==> config.mk <==
export PLATFORM = sky130hd
export DESIGN_NAME = black_level_clamp
export DESIGN_NICKNAME = d
export VERILOG_FILES = /design/src/rtl/blc_pkg.sv /design/src/rtl/blc_parity.sv /design/src/rtl/blc_correct.sv /design/src/rtl/blc_accum.sv /design/src/rtl/black_level_clamp.sv
export SDC_FILE = /design/constraint.sdc
export NUM_CORES = 1
export LEC_CHECK = 0
export BUFFER_PORTS_ARGS = -buffer_cell sky130_fd_sc_hd__buf_4
export CAP_MARGIN = 30
export CORE_MARGIN = 2
export CORE_UTILIZATION = 62
export DETAILED_ROUTE_END_ITERATION = 16
export PLACE_DENSITY = 0.81
export SLEW_MARGIN = 0
export SYNTH_ARGS = -nofsm -noshare
export SYNTH_HDL_FRONTEND = slang
export SYNTH_SLANG_ARGS = --single-unit
export TNS_END_PERCENT = 20
==> constraint.sdc <==
create_clock -name clk -period 7.6 [get_ports clk]
set_clock_uncertainty 0.15 [all_clocks]
set_input_delay 0.76 -clock clk [delete_from_list [all_inputs] [get_ports clk]]
set_output_delay 0.76 -clock clk [all_outputs]
set_load 0.01 [all_outputs]
==> src/rtl/blc_pkg.sv <==
package blc_pkg;
  typedef enum logic {PAR_EVEN = 1'b0, PAR_ODD = 1'b1} par_e;

  // target code = (sel + 1) * step, giving 16/32/48/64 at step 16
  function automatic int target_code(logic [1:0] sel, int step);
    return (int'(sel) + 1) * step;
  endfunction
endpackage

==> src/rtl/blc_parity.sv <==
module blc_parity
  import blc_pkg::*;
(
  input  logic clk,
  input  logic rst_n,
  input  logic vld,
  input  logic blank_n,
  output par_e par
);
  always_ff @(posedge clk) begin
    if (!rst_n)        par <= PAR_EVEN;
    else if (!blank_n) par <= PAR_EVEN;
    else if (vld)      par <= (par == PAR_EVEN) ? PAR_ODD : PAR_EVEN;
  end

  p_even_after_blank_r4: assert property (@(posedge clk) disable iff (!rst_n)
    !blank_n |=> par == PAR_EVEN);
  p_idle_keeps_parity_r4: assert property (@(posedge clk) disable iff (!rst_n)
    (blank_n && !vld) |=> $stable(par));
  p_valid_flips_parity_r4: assert property (@(posedge clk) disable iff (!rst_n)
    (blank_n && vld) |=> par != $past(par));
endmodule

==> src/rtl/blc_correct.sv <==
module blc_correct #(
  parameter int PIX_W  = 10,
  parameter int ACC_W  = 16,
  parameter int FRAC_W = 4
) (
  input  logic [PIX_W-1:0]        raw,
  input  logic signed [ACC_W-1:0] acc,
  output logic [PIX_W-1:0]        corr
);
  localparam int SW = ACC_W + 1;
  localparam logic signed [SW-1:0] PMAX = SW'((1 << PIX_W) - 1);

  // raw + floor(acc / 2^FRAC_W), clipped to [0, 2^PIX_W-1]
  function automatic logic [PIX_W-1:0] apply_offset(logic [PIX_W-1:0] r,
                                                    logic signed [ACC_W-1:0] a);
    logic signed [SW-1:0] a_ext;
    logic signed [SW-1:0] s;
    a_ext = {a[ACC_W-1], a};
    s = $signed({{(SW-PIX_W){1'b0}}, r}) + (a_ext >>> FRAC_W);
    if (s < 0)         return '0;
    else if (s > PMAX) return {PIX_W{1'b1}};
    else               return s[PIX_W-1:0];
  endfunction

  assign corr = apply_offset(raw, acc);
endmodule

==> src/rtl/blc_accum.sv <==
module blc_accum #(
  parameter int PIX_W   = 10,
  parameter int ACC_W   = 16,
  parameter int FRAC_W  = 4,
  parameter int GAIN_SH = 2
) (
  input  logic                    clk,
  input  logic                    rst_n,
  input  logic                    upd,
  input  logic [PIX_W-1:0]        refc,
  input  logic [PIX_W-1:0]        corr,
  output logic signed [ACC_W-1:0] acc
);
  localparam int SW  = ACC_W + 2;
  localparam int SHL = FRAC_W - GAIN_SH;
  localparam logic signed [SW-1:0] AMAX = SW'((1 << (ACC_W - 1)) - 1);
  localparam logic signed [SW-1:0] AMIN = -AMAX;

  // acc + ((ref - corr) / 2^GAIN_SH) in fixed point, held inside +/-AMAX
  function automatic logic signed [ACC_W-1:0] step(logic signed [ACC_W-1:0] a,
                                                   logic [PIX_W-1:0] t,
                                                   logic [PIX_W-1:0] c);
    logic signed [SW-1:0] e;
    logic signed [SW-1:0] s;
    e = $signed({{(SW-PIX_W){1'b0}}, t}) - $signed({{(SW-PIX_W){1'b0}}, c});
    s = $signed({{2{a[ACC_W-1]}}, a}) + (e <<< SHL);
    if (s > AMAX)      return AMAX[ACC_W-1:0];
    else if (s < AMIN) return AMIN[ACC_W-1:0];
    else               return s[ACC_W-1:0];
  endfunction

  always_ff @(posedge clk) begin
    if (!rst_n)   acc <= '0;
    else if (upd) acc <= step(acc, refc, corr);
  end

  p_frozen_without_update_r7: assert property (@(posedge clk) disable iff (!rst_n)
    !upd |=> $stable(acc));
  p_rises_below_target_r5: assert property (@(posedge clk) disable iff (!rst_n)
    (upd && (refc > corr)) |=> acc >= $past(acc));
  p_falls_above_target_r5: assert property (@(posedge clk) disable iff (!rst_n)
    (upd && (refc < corr)) |=> acc <= $past(acc));
endmodule

==> src/rtl/black_level_clamp.sv <==
module black_level_clamp
  import blc_pkg::*;
#(
  parameter int PIX_W    = 10,
  parameter int ACC_W    = 16,
  parameter int FRAC_W   = 4,
  parameter int GAIN_SH  = 2,
  parameter int REF_STEP = 16
) (
  input  logic             clk,
  input  logic             rst_n,
  input  logic             pix_vld,
  input  logic [PIX_W-1:0] pix_data,
  input  logic             ob_cal_n,
  input  logic             blank_n,
  input  logic [1:0]       ref_sel,
  output logic             out_vld,
  output logic [PIX_W-1:0] out_data
);
  localparam int NCH = 2;

  par_e                    par;
  logic                    par_bit;
  logic signed [ACC_W-1:0] acc_a [NCH];
  logic signed [ACC_W-1:0] acc_cur;
  logic [PIX_W-1:0]        corr;
  logic [PIX_W-1:0]        refc;
  logic                    cal_upd;
  logic                    armed;

  assign par_bit = (par == PAR_ODD);
  assign refc    = PIX_W'(target_code(ref_sel, REF_STEP));
  assign cal_upd = pix_vld && !ob_cal_n && blank_n;
  assign acc_cur = acc_a[par_bit];

  blc_parity u_par (
    .clk(clk), .rst_n(rst_n), .vld(pix_vld), .blank_n(blank_n), .par(par)
  );

  blc_correct #(.PIX_W(PIX_W), .ACC_W(ACC_W), .FRAC_W(FRAC_W)) u_corr (
    .raw(pix_data), .acc(acc_cur), .corr(corr)
  );

  for (genvar g = 0; g < NCH; g++) begin : g_ch
    logic upd_ch;
    assign upd_ch = cal_upd && (par_bit == 1'(g));
    blc_accum #(.PIX_W(PIX_W), .ACC_W(ACC_W), .FRAC_W(FRAC_W), .GAIN_SH(GAIN_SH)) u_acc (
      .clk(clk), .rst_n(rst_n), .upd(upd_ch), .refc(refc), .corr(corr), .acc(acc_a[g])
    );
  end

  always_ff @(posedge clk) begin
    if (!rst_n) begin
      out_vld  <= 1'b0;
      out_data <= '0;
      armed    <= 1'b0;
    end else begin
      out_vld <= pix_vld;
      armed   <= 1'b1;
      if (!blank_n)     out_data <= '0;
      else if (pix_vld) out_data <= corr;
    end
  end

  p_vld_delay_r2: assert property (@(posedge clk) disable iff (!rst_n)
    armed |-> out_vld == $past(pix_vld));
  p_blank_zero_r9: assert property (@(posedge clk) disable iff (!rst_n)
    !blank_n |=> out_data == '0);
  p_idle_hold_r3: assert property (@(posedge clk) disable iff (!rst_n)
    (blank_n && !pix_vld) |=> $stable(out_data));
  p_one_channel_r8: assert property (@(posedge clk) disable iff (!rst_n)
    $onehot0({g_ch[1].upd_ch, g_ch[0].upd_ch}));
endmodule

# Word-level counts from Yosys, hierarchy flattened
# Cells that the tools add are included.
# W data, S select, Z words.
[word_totals]
reg_bits = 44
inputBits = 17
out_inout_bits = 11
[classes]
bitwise_logic = 2
magnitude_cmp = 7
mux = 10
n_addsub = 5
n_reduce_logical = 6
[ops]
columns = ["operator", "n"]
rows = [
  ["$mux W16", 7],
  ["$gt A18 B16 Y1 const B", 2],
  ["$lt A18 B16 Y1 const B", 2],
  ["$add A16 B13 Y17", 2],
  ["$mux W10", 2],
  ["$add A11 B12 Y13", 1],
  ["$gt A13 B11 Y1 const B", 1],
  ["$lt A13 B1 Y1 const B", 1],
  ["$sub A7 B10 Y11", 1],
  ["$logic_and A1 B1 Y1", 4],
  ["$add A2 B1 Y3 const B", 1],
  ["$ge A2 B2 Y1 const B", 1],
  ["$not A1 Y2", 1],
  ["$reduce_and A2 Y1", 1],
  ["$logic_not A1 Y1", 1],
  ["$mux W1", 1],
  ["$not A1 Y1", 1],
]

# Logic depth before layout (Yosys ltp)
# Gate-level depths: netlist of run 1.
[depth]
depth_word = 13
mapped_depth = 30
depth_no_buf = 24

# Hierarchy
# From an unflattened synthesis of run 1, not the netlist that was laid out.
[unflattened]
cells_unflattened = 704
hier_area_um2 = 5669.2
[by_module_without_submodules]
columns = ["module", "n_inst", "seq_area_each_um2", "area_per_inst_um2", "cells_each"]
rows = [
  ["blc_accum (g_ch[1].u_acc)", 1, 320.3, 2077.0, 266],
  ["blc_accum (g_ch[0].u_acc)", 1, 320.3, 2040.7, 263],
  ["blc_correct", 1, 0.0, 852.1, 115],
  ["black_level_clamp", 1, 220.2, 664.4, 57],
  ["blc_parity", 1, 20.0, 35.0, 3],
]

# Worst setup path before layout of run 1
# OpenSTA, ideal clock, no wires.
[synth_path]
kind = "register to register"
start = "register u_par.par"
end = "register g_ch[1].u_acc.acc[2]"
stages_incl_launch_ff = 29
arrival_ns = 6.017
setup_time_ns = 0.121
path_buffers = 5
path_slack_ns = 1.312
path_cell_list = "dfxtp_1 > clkbuf_1 > clkbuf_1 > mux2_2 > ha_1 > inv_1 > fa_1 > and2b_1 > o2111ai_1 > a21oi_1 > nor2_1 > o21bai_1 > buf_2 > a21oi_1 > ha_1 > nor3_1 > nor2_1 > and3_1 > a211o_1 > ha_1 > clkbuf_1 > nand2_1 > a2111o_1 > and2_1 > a211oi_4 > o21ai_2 > buf_2 > o22ai_1 > nor2_1"
[synth_between]
elab_chain_cells = 13
[synth_lines]
columns = ["element", "line_no", "source"]
rows = [
  ["start, declared", "blc_parity.sv:8", "output par_e par"],
  ["start signal, assigned", "blc_parity.sv:13", "else if (vld) par <= (par == PAR_EVEN) ? PAR_ODD : PAR_EVEN;"],
  ["$not A1 Y2 (implied by the code)", "black_level_clamp.sv:34", "assign acc_cur = acc_a[par_bit];"],
  ["$mux W16 (implied by the code) (3 in series)", "black_level_clamp.sv:34", ""],
  ["$add A11 B12 Y13", "blc_correct.sv:19", "s = $signed({{(SW-PIX_W){1'b0}}, r}) + (a_ext >>> FRAC_W);"],
  ["$gt A13 B11 Y1", "blc_correct.sv:21", "else if (s > PMAX) return {PIX_W{1'b1}};"],
  ["$mux W10", "blc_correct.sv:21", ""],
  ["$mux W10", "blc_correct.sv:20", "if (s < 0) return '0;"],
  ["$sub A7 B10 Y11", "blc_accum.sv:25", "e = $signed({{(SW-PIX_W){1'b0}}, t}) - $signed({{(SW-PIX_W){1'b0}}, c});"],
  ["$add A16 B13 Y17", "blc_accum.sv:26", "s = $signed({{2{a[ACC_W-1]}}, a}) + (e <<< SHL);"],
  ["$lt A18 B16 Y1", "blc_accum.sv:28", "else if (s < AMIN) return AMIN[ACC_W-1:0];"],
  ["$mux W16", "blc_accum.sv:28", ""],
  ["$mux W16", "blc_accum.sv:27", "if (s > AMAX) return AMAX[ACC_W-1:0];"],
  ["end signal, assigned", "blc_accum.sv:34", "else if (upd) acc <= step(acc, refc, corr);"],
  ["end, declared", "blc_accum.sv:12", "output logic signed [ACC_W-1:0] acc"],
]
# Parallel ways exist; a longest one is shown, timed or not. The select of a mux whose other input is x is not followed.
# A chain may end at the register's enable or synchronous reset.

# Final worst setup path of run 1
[layout_path]
start = "register u_par.par"
end = "register g_ch[1].u_acc.acc[7]"
# Same word-level chain as after synthesis.

==> results.md, run 1 <==
- The number of global-route vias before repair is 3,907.
- For this run, the total global-route usage over all layers was measured as 31.4%.
- The I/O pin total is 28.
- The slowest stage of the critical path is the dfxtp_1 cell.
- The detailed-routing iteration count for the pre-antenna-repair pass is 5.
- The area of the core is 6830 um2.
- The number of storage elements in the synthesis netlist is 44.
- The combined buffer and inverter count along the critical path is 2.
- For the pin with the worst max-slew slack, the measured transition is 0.682 ns.
- The endpoint type of the worst setup path is a flop.
- The max-cap check violation count is 0.
- Measured along the x axis, the die boundary spans 88.4 um.
- Counting flops with a built-in enable in the synthesized netlist gives 0.
- The primary flip-flop cell chosen by synthesis mapping is dfxtp_1.
- The number of H-tree levels is 2.
- On the worst path, the slowest cell contributes a delay of 0.77 ns.
- Summing over every cut layer, the via total after detailed routing is 4,333.
- The final hold violation count came to 0.
- The number of rows created at floorplan is 30.
- The root buffer cell chosen for the clock tree is clkbuf_8.
- The maximum achievable frequency is 0.143 GHz.
- The fraction of layout instances using a drive strength above 1 is 12.9%.
- The buffer depth of the longest clock path is 2.
- After clock tree synthesis, the setup repair step added 0 buffers.
- dfxtp_1 takes more of the synthesized area than any other cell.
- The final count of negative-setup-slack endpoints is 0.
- The number of hold buffers added after CTS was 0.
- The mean instance size in the synthesized netlist is 8.08 um2.
- The part of the cycle the worst path needs is 92.1%.
- Counting instances in the post-synthesis netlist gives the leading cell types as 61 x nor2_1, 49 x ha_1, 44 x dfxtp_1.
- The post-detailed-route wirelength per cell is 17.9 um.
- For the worst setup path, the data arrival time is 7.06 ns.
- The met2 track utilization from global routing is 51.8%.
- The sequential element share of the synthesized area is 19.9%.
- The flow ran to the end, and the final reports show no timing, DRC or antenna violations.
- The hold path startpoint is out_data[7]$_SDFFE_PN0P_.
- The kind of cell with the highest combined delay along the critical path is compound AO/OA/AOI/OAI gates.
- Summed over its instances, the top area cell type makes up 19.9% of the synthesized netlist area.
- The proportion of synthesized flip-flops having asynchronous set or reset is 0%.
- The flop-to-flop setup slack is 0.60 ns.
- The synthesized net count is 616.
- The largest net degree at the start of global routing is 29.
- At the end of the flow, the number of nets in the layout was 632.
- The distinct cell type count of the synthesized netlist is 73.
- The worst hold path passes through 2 cells.
- Walking the worst path, the cells encountered are mux2_2 -> ha_1 -> inv_1 -> fa_1 -> and2b_1 -> o2111ai_1 -> a21oi_1 -> o211a_1 -> o22ai_4 -> a21oi_1 -> ha_1 -> inv_1 -> o31ai_1 -> nand4_1 -> ha_1 -> o21a_1 -> nor2_1 -> xnor2_1 -> or4_1 -> a2111oi_4 -> a41oi_2 -> o21ai_4 -> nor2_1.
- Global routing used 41.2% of the available met1 tracks.
- Final hold analysis gives a worst-case slack of 0.328 ns.
- The smallest clock period supported by the final layout is computed as 7.00 ns.
- The vias per cell is 6.57.
- The clock slew seen by the registers of the worst setup and hold paths is 0.09 ns.
- The summed instance area of the synthesized netlist is 4420 um2.
- The antenna diode count is 0.
- Once the floorplan was initialized, standard cells occupied 64.7% of the core.
- Of all nets on the critical path, the largest fanout is 20.
- The final weighted congestion in routability-driven placement is 0.906.
- After legalization and detailed placement, the total HPWL measured 9220 um.
- The most numerous cell type found on the critical path is ha_1.
- The floorplan die area is 7820 um2.
- The die span in y is 88.4 um.
- The number of clock buffers added by TritonCTS is 5.
- The type of origin of the critical path is a flop.
- The area growth from synthesis to layout is 8.66%.
- The first global-routing pass estimated 19,300 um of wire.
- Headroom to the max-slew limit came out at 54.5%.
- Sorting the synthesized cells by area gives the leading types as dfxtp_1 20%, ha_1 14%, nor2_1 5.2%, a21oi_1 4.6%, xnor2_1 4.0%.
- The number of DRC violations after detailed-routing iteration 0 is 418.
- The hold-critical path endpoint is out_data[7]$_SDFFE_PN0P_.
- The startpoint of the worst register-to-register path is u_par.par$_SDFFE_PN0P_.
- met2 is the most crowded layer.
- In this run the remaining antenna-violating nets after routing total 0.
- The global-route congestion overflow total is 0.
- Yosys printed 0 warnings.
- In the routed design, unresolved DRC markers number 0.
- The routed design has 11,800 um of wire.
- Setup repair after global routing left no endpoint under its margin.
- Clock tree synthesis found a total of 44 sinks.
- The end of the worst register-to-register path is g_ch[1].u_acc.acc[7]$_SDFFE_PN0P_.
- The clock reaches the later pin of the worst-skew pair after 0.31 ns.
- The class of the most critical setup path is reg -> reg.
- The number of input and output port buffers inserted is 27.
- Yosys instantiated no cell more often than nor2_1.
- The CTS tree is done.
- The met3 routing resource usage after global routing is 4.57%.
- The peak ir drop on the vdd network is 156 uV.
- The setup TNS after final layout is 0 ns.
- The initial antenna violation count is 0.
- The required time of the worst setup path is 7.65 ns.
- In this run the static leakage power is 2.09 nW.
- The worst hold path class is reg -> reg.
- The max-slew violation count is 0.
- The depth of the most critical reg-to-reg path is 23.
- The gate count of the mapped netlist is 547.
- The total power per unit cell area is 230 nW/um2.
[layout make-up]
type,instances,area [um2]
clock inverter,3,46.3
inverter,13,48.8
clock buffer,5,68.8
multi-input combinational,466,3390
sequential,44,881
fill,553,2030
tap,96,120
timing repair buffer,33,248
[worst register-to-register path, stage by stage (launching register included)]
cell and delay [ns]:
dfxtp_1 0.77, mux2_2 0.41, ha_1 0.20, inv_1 0.07, fa_1 0.19, and2b_1 0.20, o2111ai_1 0.22, a21oi_1 0.15
o211a_1 0.27, o22ai_4 0.44, a21oi_1 0.14, ha_1 0.33, inv_1 0.08, o31ai_1 0.34, nand4_1 0.50, ha_1 0.67
o21a_1 0.17, nor2_1 0.04, xnor2_1 0.17, or4_1 0.54, a2111oi_4 0.23, a41oi_2 0.23, o21ai_4 0.28, nor2_1 0.09
[registers in the layout, summed over array words and instances, names as in the netlist]
| name | cells |
|---|---|
| out_data | 10 |
| g_ch.u_acc.acc | 32 |
| u_par.par | 1 |
| out_vld | 1 |
[per-layer routing]
layer	wire [um]	part of all wire [%]	up-vias
li1	-	-	2068
met1	5150	44	1998
met2	5310	45	207
met3	812	6.9	60
met4	556	4.7	0
met5	0	0	-
[cells in the final DEF (no fill, tap or decap), drive strengths merged, types with 4 or more instances in the layout]
cell type	netlist	routed
a211o	4	4
a211oi	19	19
a21boi	6	6
a21o	18	18
a21oi	45	45
a31oi	5	5
and2	4	4
and3	5	5
buf	9	33
clkbuf	15	5
dfxtp	44	44
ha	49	49
inv	13	14
maj3	5	5
mux2	10	10
mux2i	6	6
nand2	38	38
nand2b	9	9
nand3	6	6
nand4	10	10
nor2	62	62
nor2b	6	6
nor3	11	11
nor3b	6	6
o2111ai	4	4
o211ai	7	7
o21a	5	5
o21ai	34	34
o22ai	17	17
o31ai	4	4
xnor2	20	20
xor2	16	16
[power by group]
part	internal [mW]	total (mW)	leakage, nW	switching, mW
registers	0.241	0.253	0.358	0.0118
clock network	0.0992	0.193	0.0548	0.0938
logic	0.253	0.657	1.68	0.404
total	0.594	1.10	2.09	0.509
[logic make-up (layout without fill, tap and decap cells)]
logic type	count (synthesis)	in the layout	synth area share (%)
AND/OR/NAND/NOR	167	167	18.1
adder cells (fa/ha/maj)	57	57	16.4
multiplexers	16	16	3.91
flip-flops	44	44	19.9
AO/OA/AOI/OAI	190	190	31.0
XOR/XNOR	36	36	7.13
buffers and inverters	37	54	3.54
[through the flow]
stage	power (mW)	setup WS (ns)	utilization [%]	cell area [um2]	cells
final	1.10	0.597	70.3	4800	660
after global routing	1.17	0.134	70.3	4800	660
after CTS	1.08	0.519	70.2	4800	660
after detailed placement	0.886	0.532	68.5	4680	652
after global placement	0.875	0.737	68.5	4680	652
after floorplan	0.749	1.31	-	4420	547
[timing repair]
| action | in CTS | in global routing |
|---|---|---|
| endpoints found under the setup margin | 0 | 8 |
| hold endpoints to repair | 0 | 0 |
| gates resized for setup | 0 | 1 |
[how the worst max path moves through the flow]
stage                           startpoint                                end  depth (start not counted)
floorplan           u_par.par$_SDFFE_PN0P_  g_ch[1].u_acc.acc[2]$_SDFFE_PN0P_                         28
global placement    u_par.par$_SDFFE_PN0P_  g_ch[1].u_acc.acc[7]$_SDFFE_PN0P_                         23
detailed placement  u_par.par$_SDFFE_PN0P_  g_ch[1].u_acc.acc[7]$_SDFFE_PN0P_                         23
CTS                 u_par.par$_SDFFE_PN0P_  g_ch[1].u_acc.acc[7]$_SDFFE_PN0P_                         23
global route        u_par.par$_SDFFE_PN0P_  g_ch[1].u_acc.acc[7]$_SDFFE_PN0P_                         23
finish              u_par.par$_SDFFE_PN0P_  g_ch[1].u_acc.acc[7]$_SDFFE_PN0P_                         23
(Power assumes the default switching activity.)
==> run 2: changes to the inputs <==
CORE_UTILIZATION = 55   (was 62)
GPL_ROUTABILITY_DRIVEN = 0   (was unset)
PLACE_DENSITY = 0.73   (was 0.81)
==> run 2 against run 1 <==
  * Sequential power about the same
  * Die area rose by 12%
  * Utilization decreased by 8.6 points
  * Sequential cell count unchanged
  * Combinational power is 2% lower
  * Sequential share of layout area rose by 0.050 points
==> results.md, run 2 (same netlist as run 1, synthesis figures left out) <==
- Outcome: completed (unchanged).
- The register containing the most flip-flops in the final layout is g_ch.u_acc.acc (unchanged).
- The clock slew seen by the registers of the worst setup and hold paths is 0.10 ns (was 0.09 ns).
- The number of buffers inserted for hold repair after clock tree synthesis is 0 (unchanged).
- The transition time at the pin with the least slew margin is 0.689 ns (was 0.682 ns).
- The required time of the worst setup path is 7.66 ns (was 7.65 ns).
- The number of rows created at floorplan was 32 (was 30).
- The vias per cell is 6.31 (was 6.57).
- The number of input and output port buffers inserted was 27 (unchanged).
- The normalized max-slew margin came to 53.4% (was 54.5%).
- The number of buffers added by the clock tree synthesis step is 5 (unchanged).
- The global-route congestion overflow total is 0 (unchanged).
- The number of resized instances in the post-cts repair step is 0 (unchanged).
- The fraction of layout instances using a drive strength above 1 came to 12.8% (was 12.9%).
- The area of the core is 7770 um2 (was 6830 um2).
- The maximum fanout count along the critical path is 20 (unchanged).
- The end of the worst register-to-register path is g_ch[1].u_acc.acc[5]$_SDFFE_PN0P_ (was g_ch[1].u_acc.acc[7]$_SDFFE_PN0P_).
- The multi-input combinational cell area came to 3390 um2 (unchanged).
- The number of sinks driven by the clock tree came to 44 (unchanged).
- The die span in y is 93.7 um (was 88.4 um).
- RSZ-0062 raised after global routing: false (unchanged).
- The number of H-tree levels came to 2 (unchanged).
- The initial antenna violation count is 0 (unchanged).
- The class of the most critical setup path is reg -> reg (unchanged).
- The effective utilization at floorplan is 56.9% (was 64.7%).
- The I/O pin total is 28 (unchanged).
- The worst slack on hold paths is 0.331 ns (was 0.328 ns).
- The number of global-route vias before repair is 3,893 (was 3,907).
- The capturing element of the worst setup path was g_ch[1].u_acc.acc[5]$_SDFFE_PN0P_ (was g_ch[1].u_acc.acc[7]$_SDFFE_PN0P_).
- The antenna diode count is 0 (unchanged).
- The share of the core filled with cells in the final layout came to 61.8% (was 70.3%).
- The total instance count after detailed placement came to 656 (was 652).
- Highest-count cells in the layout ignoring fill and taps: 61 x nor2_1, 49 x ha_1, 43 x dfxtp_1 (was 61 x nor2_1, 49 x ha_1, 44 x dfxtp_1).
- The total area of sequential cells came to 882 um2 (was 881 um2).
- The post-CTS setup-driven buffer insertion count is 0 (unchanged).
- The type of origin of the critical path is a flop (unchanged).
- The placed instance area was 4670 um2 (was 4680 um2).
- The HPWL reported at the end of detailed placement is 9190 um (was 9220 um).
- The startpoint of the worst register-to-register path is u_par.par$_SDFFE_PN0P_ (unchanged).
- The number of DRC violations after detailed-routing iteration 0 came to 254 (was 418).
- The buffer depth of the longest clock path is 2 (unchanged).
- The largest net degree at the start of global routing is 29 (unchanged).
- The area growth from synthesis to layout came to 8.52% (was 8.66%).
- The worst setup path startpoint is u_par.par$_SDFFE_PN0P_ (unchanged).
- The peak ir drop on the vdd network is 124 uV (was 156 uV).
- The data arrival time of the critical path is 6.98 ns (was 7.06 ns).
- The master cell of the clock root buffer was clkbuf_8 (unchanged).
- The floorplan die area is 8770 um2 (was 7820 um2).
- The final critical-path required period is 6.92 ns (was 7.00 ns).
- The total power per unit cell area came to 227 nW/um2 (was 230 nW/um2).
- The worst hold path class was reg -> reg (unchanged).
- The flop-to-flop setup slack was 0.68 ns (was 0.60 ns).
- The standby leakage power is 2.09 nW (about the same).
- The final hold violation count was 0 (unchanged).
- The max-slew violation count was 0 (unchanged).
- The CTS tree is done (unchanged).
- The overall fraction of global-route tracks in use is 27.2% (was 31.4%).
- The filler cell count in the final layout was 713 (was 553).
- The maximum achievable frequency is 0.145 GHz (was 0.143 GHz).
- The post-detailed-route wirelength per cell is 17.6 um (was 17.9 um).
- The overall via count from detail_route is 4,188 (was 4,333).
- The endpoint type of the worst setup path is a flop (unchanged).
- The final cell area excluding filler cells is 4800 um2 (about the same).
- The final count of negative-setup-slack endpoints is 0 (unchanged).
- The most common library cell in the layout ignoring fill and taps is nor2_1 (unchanged).
- The final non-filler cell total is 664 (was 660).
- The residual antenna-violating net count after detailed routing is 0 (unchanged).
- Top flop regs: g_ch.u_acc.acc x32, out_data x10 (unchanged).
- The wire length after detailed routing is 11,700 um (was 11,800 um).
- The depth of the most critical reg-to-reg path is 22 (was 23).
- The final layout net count was 630 (was 632).
- The clock latency at the later pin of the worst-skew pair is 0.32 ns (was 0.31 ns).
- The max-cap check violation count is 0 (unchanged).
- The setup TNS after final layout came to 0 ns (unchanged).
- The detailed-routing iteration count for the pre-antenna-repair pass is 5 (unchanged).
- The wire length of the first global-routing pass is 18,900 um (was 19,300 um).
- The part of the cycle the worst path needs came to 91.0% (was 92.1%).
- The die boundary width is 93.7 um (was 88.4 um).
- The number of remaining DRC errors is 0 (unchanged).
- The flip-flop count of the largest register after layout is 32 (unchanged).
-- run 2: power breakdown --
part | total, mW | leakage [nW] | switching (mW) | internal (mW)
combinational | 0.641 | 1.67 | 0.393 | 0.248
clock | 0.193 | 0.0548 | 0.0935 | 0.0992
sequential | 0.253 | 0.358 | 0.0117 | 0.242
total | 1.09 | 2.09 | 0.498 | 0.589
-- run 2: cell type report --
| class | count | share of cell area [%] |
|---|---|---|
| well taps | 102 | 2.66 |
| clock buffers | 5 | 1.43 |
| multi-input cells | 466 | 70.7 |
| clock inverters | 3 | 0.965 |
| repair buffers | 31 | 4.85 |
| flip-flops and latches | 44 | 18.4 |
| inverters | 13 | 1.02 |
-- run 2: how the worst min path moves through the flow --
stage / start / endpoint / depth (start not counted)
after global placement: g_ch[0].u_acc.acc[1]$_SDFFE_PN0P_ / g_ch[0].u_acc.acc[1]$_SDFFE_PN0P_ / 2
after floorplan: g_ch[0].u_acc.acc[1]$_SDFFE_PN0P_ / g_ch[0].u_acc.acc[1]$_SDFFE_PN0P_ / 2
after detailed placement: g_ch[0].u_acc.acc[1]$_SDFFE_PN0P_ / g_ch[0].u_acc.acc[1]$_SDFFE_PN0P_ / 2
after CTS: out_data[7]$_SDFFE_PN0P_ / out_data[7]$_SDFFE_PN0P_ / 2
after global routing: g_ch[0].u_acc.acc[1]$_SDFFE_PN0P_ / g_ch[0].u_acc.acc[1]$_SDFFE_PN0P_ / 2
final: g_ch[0].u_acc.acc[1]$_SDFFE_PN0P_ / g_ch[0].u_acc.acc[1]$_SDFFE_PN0P_ / 2
-- run 2: metrics by stage --
step / worst slack (ns) / power (mW)
global placement: 0.582 / 0.869
detailed placement: 0.397 / 0.883
finish: 0.681 / 1.09
floorplan: 1.31 / 0.749
global route: 0.224 / 1.16
CTS: 0.369 / 1.08
-- run 2: metal layers --
layer | up-vias | global-route usage [%] | wire [um]
li1 | 2067 | - | -
met3 | 34 | 4.17 | 708
met2 | 144 | 44.8 | 5320
met1 | 1943 | 35.9 | 5290
met5 | - | 0 | 0
met4 | 0 | 10.3 | 380
-- run 2: worst max-delay path, stage by stage, from the launching register on --
cell	delay (ns)
dfxtp_2	0.58
mux2i_1	0.36
inv_1	0.08
ha_1	0.27
a211oi_1	0.50
nor3_1	0.19
o2111ai_2	0.23
a22oi_1	0.14
o22ai_4	0.45
a21oi_1	0.14
ha_1	0.32
inv_1	0.07
o31ai_1	0.34
nand4_1	0.54
ha_1	0.71
o21a_1	0.17
nor2_1	0.04
xnor2_1	0.15
or4_1	0.55
a2111oi_4	0.22
a41oi_2	0.23
o21ai_4	0.29
nor2_1	0.08
==> run 3: changes to the inputs <==
CORE_UTILIZATION = 60   (was 55)
PLACE_DENSITY = 0.79   (was 0.73)
==> run 3 against run 2 <==
  * Utilization is 5.1 points higher
  * Routed wire length is 2.1% lower
  * Setup slack better by 0.087 ns
  * Critical path type unchanged
  * Cell area stayed put
  * Fmax is 1.3% higher
  * Critical path depth stayed put
  * Count of clock-buffer cells in the layout stayed put
  * Sequential cell count stayed put
  * Register-to-register slack better by 0.09 ns
  * First-iteration DRC count is 8.3% higher
  * Sequential share of layout area stayed put
  * Total power is 0.16% higher
==> results.md, run 3 (same netlist as run 1, synthesis figures left out) <==
- The endpoint type of the worst setup path is a flop (unchanged).
- The register containing the most flip-flops in the final layout is g_ch.u_acc.acc (unchanged).
- The number of rows created at floorplan was 31 (was 32).
- The buffer depth of the longest clock path was 2 (unchanged).
- Highest-count cells in the layout ignoring fill and taps: 61 x nor2_1, 49 x ha_1, 43 x dfxtp_1 (unchanged).
- The number of input and output port buffers inserted is 27 (unchanged).
- The worst hold path class is reg -> reg (unchanged).
- The cell with the biggest individual delay on the critical path is ha_1 (unchanged).
- The share of power burned in registers is 23.3% (about the same).
- The post-CTS setup-driven buffer insertion count is 0 (unchanged).
- The total instance count after detailed placement is 653 (was 656).
- The final critical-path required period is 6.83 ns (was 6.92 ns).
- The number of resized instances in the post-cts repair step was 0 (unchanged).
- The die span in y is 89.8 um (was 93.7 um).
- The floorplan die area is 8070 um2 (was 8770 um2).
- The data arrival time of the critical path is 6.90 ns (was 6.98 ns).
- The largest stage delay on the critical path came to 0.67 ns (was 0.71 ns).
- The clock latency at the later pin of the worst-skew pair is 0.32 ns (about the same).
- The total power per unit cell area is 227 nW/um2 (about the same).
- RSZ-0062 raised after global routing: false (unchanged).
- The I/O pin total is 28 (unchanged).
- The most common library cell in the layout ignoring fill and taps is nor2_1 (unchanged).
- The number of sinks driven by the clock tree is 44 (unchanged).
- The post-detailed-route wirelength per cell is 17.3 um (was 17.6 um).
- The normalized max-slew margin is 57.2% (was 53.4%).
- The max-cap check violation count is 0 (unchanged).
- Outcome: completed (unchanged).
- The transition time at the pin with the least slew margin is 0.624 ns (was 0.689 ns).
- The switching power summed over all nets is 500 uW (was 498 uW).
- Critical Path, Cell by Cell: mux2i_1 -> inv_1 -> ha_1 -> a211oi_1 -> nor3_1 -> o2111ai_2 -> a22oi_1 -> o22ai_4 -> a21oi_1 -> ha_1 -> inv_1 -> o31ai_1 -> nand4_1 -> ha_1 -> o21a_1 -> nor2_1 -> xnor2_1 -> or4_1 -> a2111oi_4 -> a41oi_2 -> o21ai_4 -> nor2_1 (unchanged).
- The clock slew seen by the registers of the worst setup and hold paths is 0.10 ns (about the same).
- The type of origin of the critical path is a flop (unchanged).
- The number of buffers inserted for hold repair after clock tree synthesis is 0 (unchanged).
- The maximum fanout count along the critical path is 20 (unchanged).
- The wire length of the first global-routing pass came to 19,200 um (was 18,900 um).
- The effective utilization at floorplan is 61.6% (was 56.9%).
- The master cell of the clock root buffer is clkbuf_8 (unchanged).
- The HPWL reported at the end of detailed placement was 9080 um (was 9190 um).
- The area growth from synthesis to layout was 8.52% (unchanged).
- The CTS tree is done (unchanged).
- The worst slack on hold paths is 0.323 ns (was 0.331 ns).
- The wire length after detailed routing is 11,500 um (was 11,700 um).
- The number of H-tree levels is 2 (unchanged).
- The final count of negative-setup-slack endpoints came to 0 (unchanged).
- The maximum achievable frequency is 0.146 GHz (was 0.145 GHz).
- The flip-flop count of the largest register after layout is 32 (unchanged).
- The internal power component was 588 uW (was 589 uW).
- The required time of the worst setup path is 7.66 ns (about the same).
- The max-slew violation count is 0 (unchanged).
- Top flop regs: g_ch.u_acc.acc x32, out_data x10 (unchanged).
- The final hold violation count is 0 (unchanged).
- The residual antenna-violating net count after detailed routing is 0 (unchanged).
- The placed instance area is 4670 um2 (unchanged).
- The switching share of total power is 46.0% (was 45.8%).
- The final cell area excluding filler cells was 4800 um2 (unchanged).
- The clock network power share came to 18.1% (was 17.7%).
- The part of the cycle the worst path needs is 89.9% (was 91.0%).
- The class of the most critical setup path is reg -> reg (unchanged).
- The standby leakage power is 2.09 nW (about the same).
- The overall via count from detail_route came to 4,180 (was 4,188).
- The final layout net count came to 630 (unchanged).
- The library cell appearing most often on the critical path is ha_1 (unchanged).
- The proportion of power drawn by combinational gates is 58.7% (was 59.0%).
- The global-route congestion overflow total came to 0 (unchanged).
- The overall fraction of global-route tracks in use is 28.9% (was 27.2%).
- The largest net degree at the start of global routing is 29 (unchanged).
- The number of buffers added by the clock tree synthesis step was 5 (unchanged).
- The area of the core was 7180 um2 (was 7770 um2).
- The vias per cell is 6.32 (was 6.31).
- The final non-filler cell total is 661 (was 664).
- The number of DRC violations after detailed-routing iteration 0 is 275 (was 254).
- The setup TNS after final layout is 0 ns (unchanged).
- The antenna diode count is 0 (unchanged).
- The die boundary width is 89.8 um (was 93.7 um).
- The initial antenna violation count is 0 (unchanged).
- The peak ir drop on the vdd network is 138 uV (was 124 uV).
- The detailed-routing iteration count for the pre-antenna-repair pass is 5 (unchanged).
- The fraction of layout instances using a drive strength above 1 is 12.8% (unchanged).
- The number of remaining DRC errors is 0 (unchanged).
- The filler cell count in the final layout is 622 (was 713).
- The number of global-route vias before repair is 3,906 (was 3,893).
==> run 3: changes by cell type in the layout (fill, tap and decap cells not counted) <==
cell	change
buf_4	-1
buf_6	+1
==> run 3: power groups by stage <==
stage	registers (mW)	logic, mW	clock network [mW]
floorplan	0.255	0.495	0
global placement	0.258	0.609	0
detailed placement	0.258	0.619	0
CTS	0.253	0.626	0.195
global route	0.255	0.707	0.205
finish	0.253	0.639	0.197
==> run 3: final cells by class <==
| type | count | area, um2 | share of cell area [%] |
|---|---|---|---|
| clock inverters | 3 | 46.3 | 0.965 |
| repair buffers | 31 | 236 | 4.93 |
| inverters | 13 | 48.8 | 1.02 |
| multi-input cells | 466 | 3390 | 70.7 |
| well taps | 99 | 124 | 2.58 |
| flip-flops and latches | 44 | 882 | 18.4 |
| clock buffers | 5 | 68.8 | 1.43 |
==> run 3: layer usage <==
metal / up-vias / share of wire (%) / global-route usage, %
met5: - / 0 / 0
met4: 0 / 4.0 / 11.8
met3: 39 / 5.2 / 4.95
met2: 132 / 46 / 47.4
met1: 1946 / 45 / 37.7
li1: 2063 / - / -
==> run 3: stage by stage <==
step / utilization, % / setup WS [ns] / total power, mW
6_report: 66.9 / 0.768 / 1.09
5_1_grt: 66.9 / 0.157 / 1.17
4_1_cts: 66.7 / 0.522 / 1.07
3_5_place_dp: 65.1 / 0.562 / 0.878
3_3_place_gp: 65.0 / 0.740 / 0.867
2_1_floorplan: - / 1.31 / 0.749
==> run 3: worst max-delay path, delay by kind of cell, from the launching register on <==
family,cells,cell delay [ns]
fa+ha+maj,3,1.29
buf+inv,2,0.16
compound gates,10,2.66
mux,1,0.38
flops,1,0.57
xor+xnor,1,0.15
simple gates,5,1.34
==> run 3: final timing paths <==
path                            start                           endpoint  slack [ns]  cells after the start
max            u_par.par$_SDFFE_PN0P_  g_ch[1].u_acc.acc[4]$_SDFFE_PN0P_        0.77                     22
min          out_data[3]$_SDFFE_PN0P_           out_data[3]$_SDFFE_PN0P_        0.32                      2
max reg2reg    u_par.par$_SDFFE_PN0P_  g_ch[1].u_acc.acc[4]$_SDFFE_PN0P_        0.77                     22
min reg2reg  out_data[3]$_SDFFE_PN0P_           out_data[3]$_SDFFE_PN0P_        0.32                      2
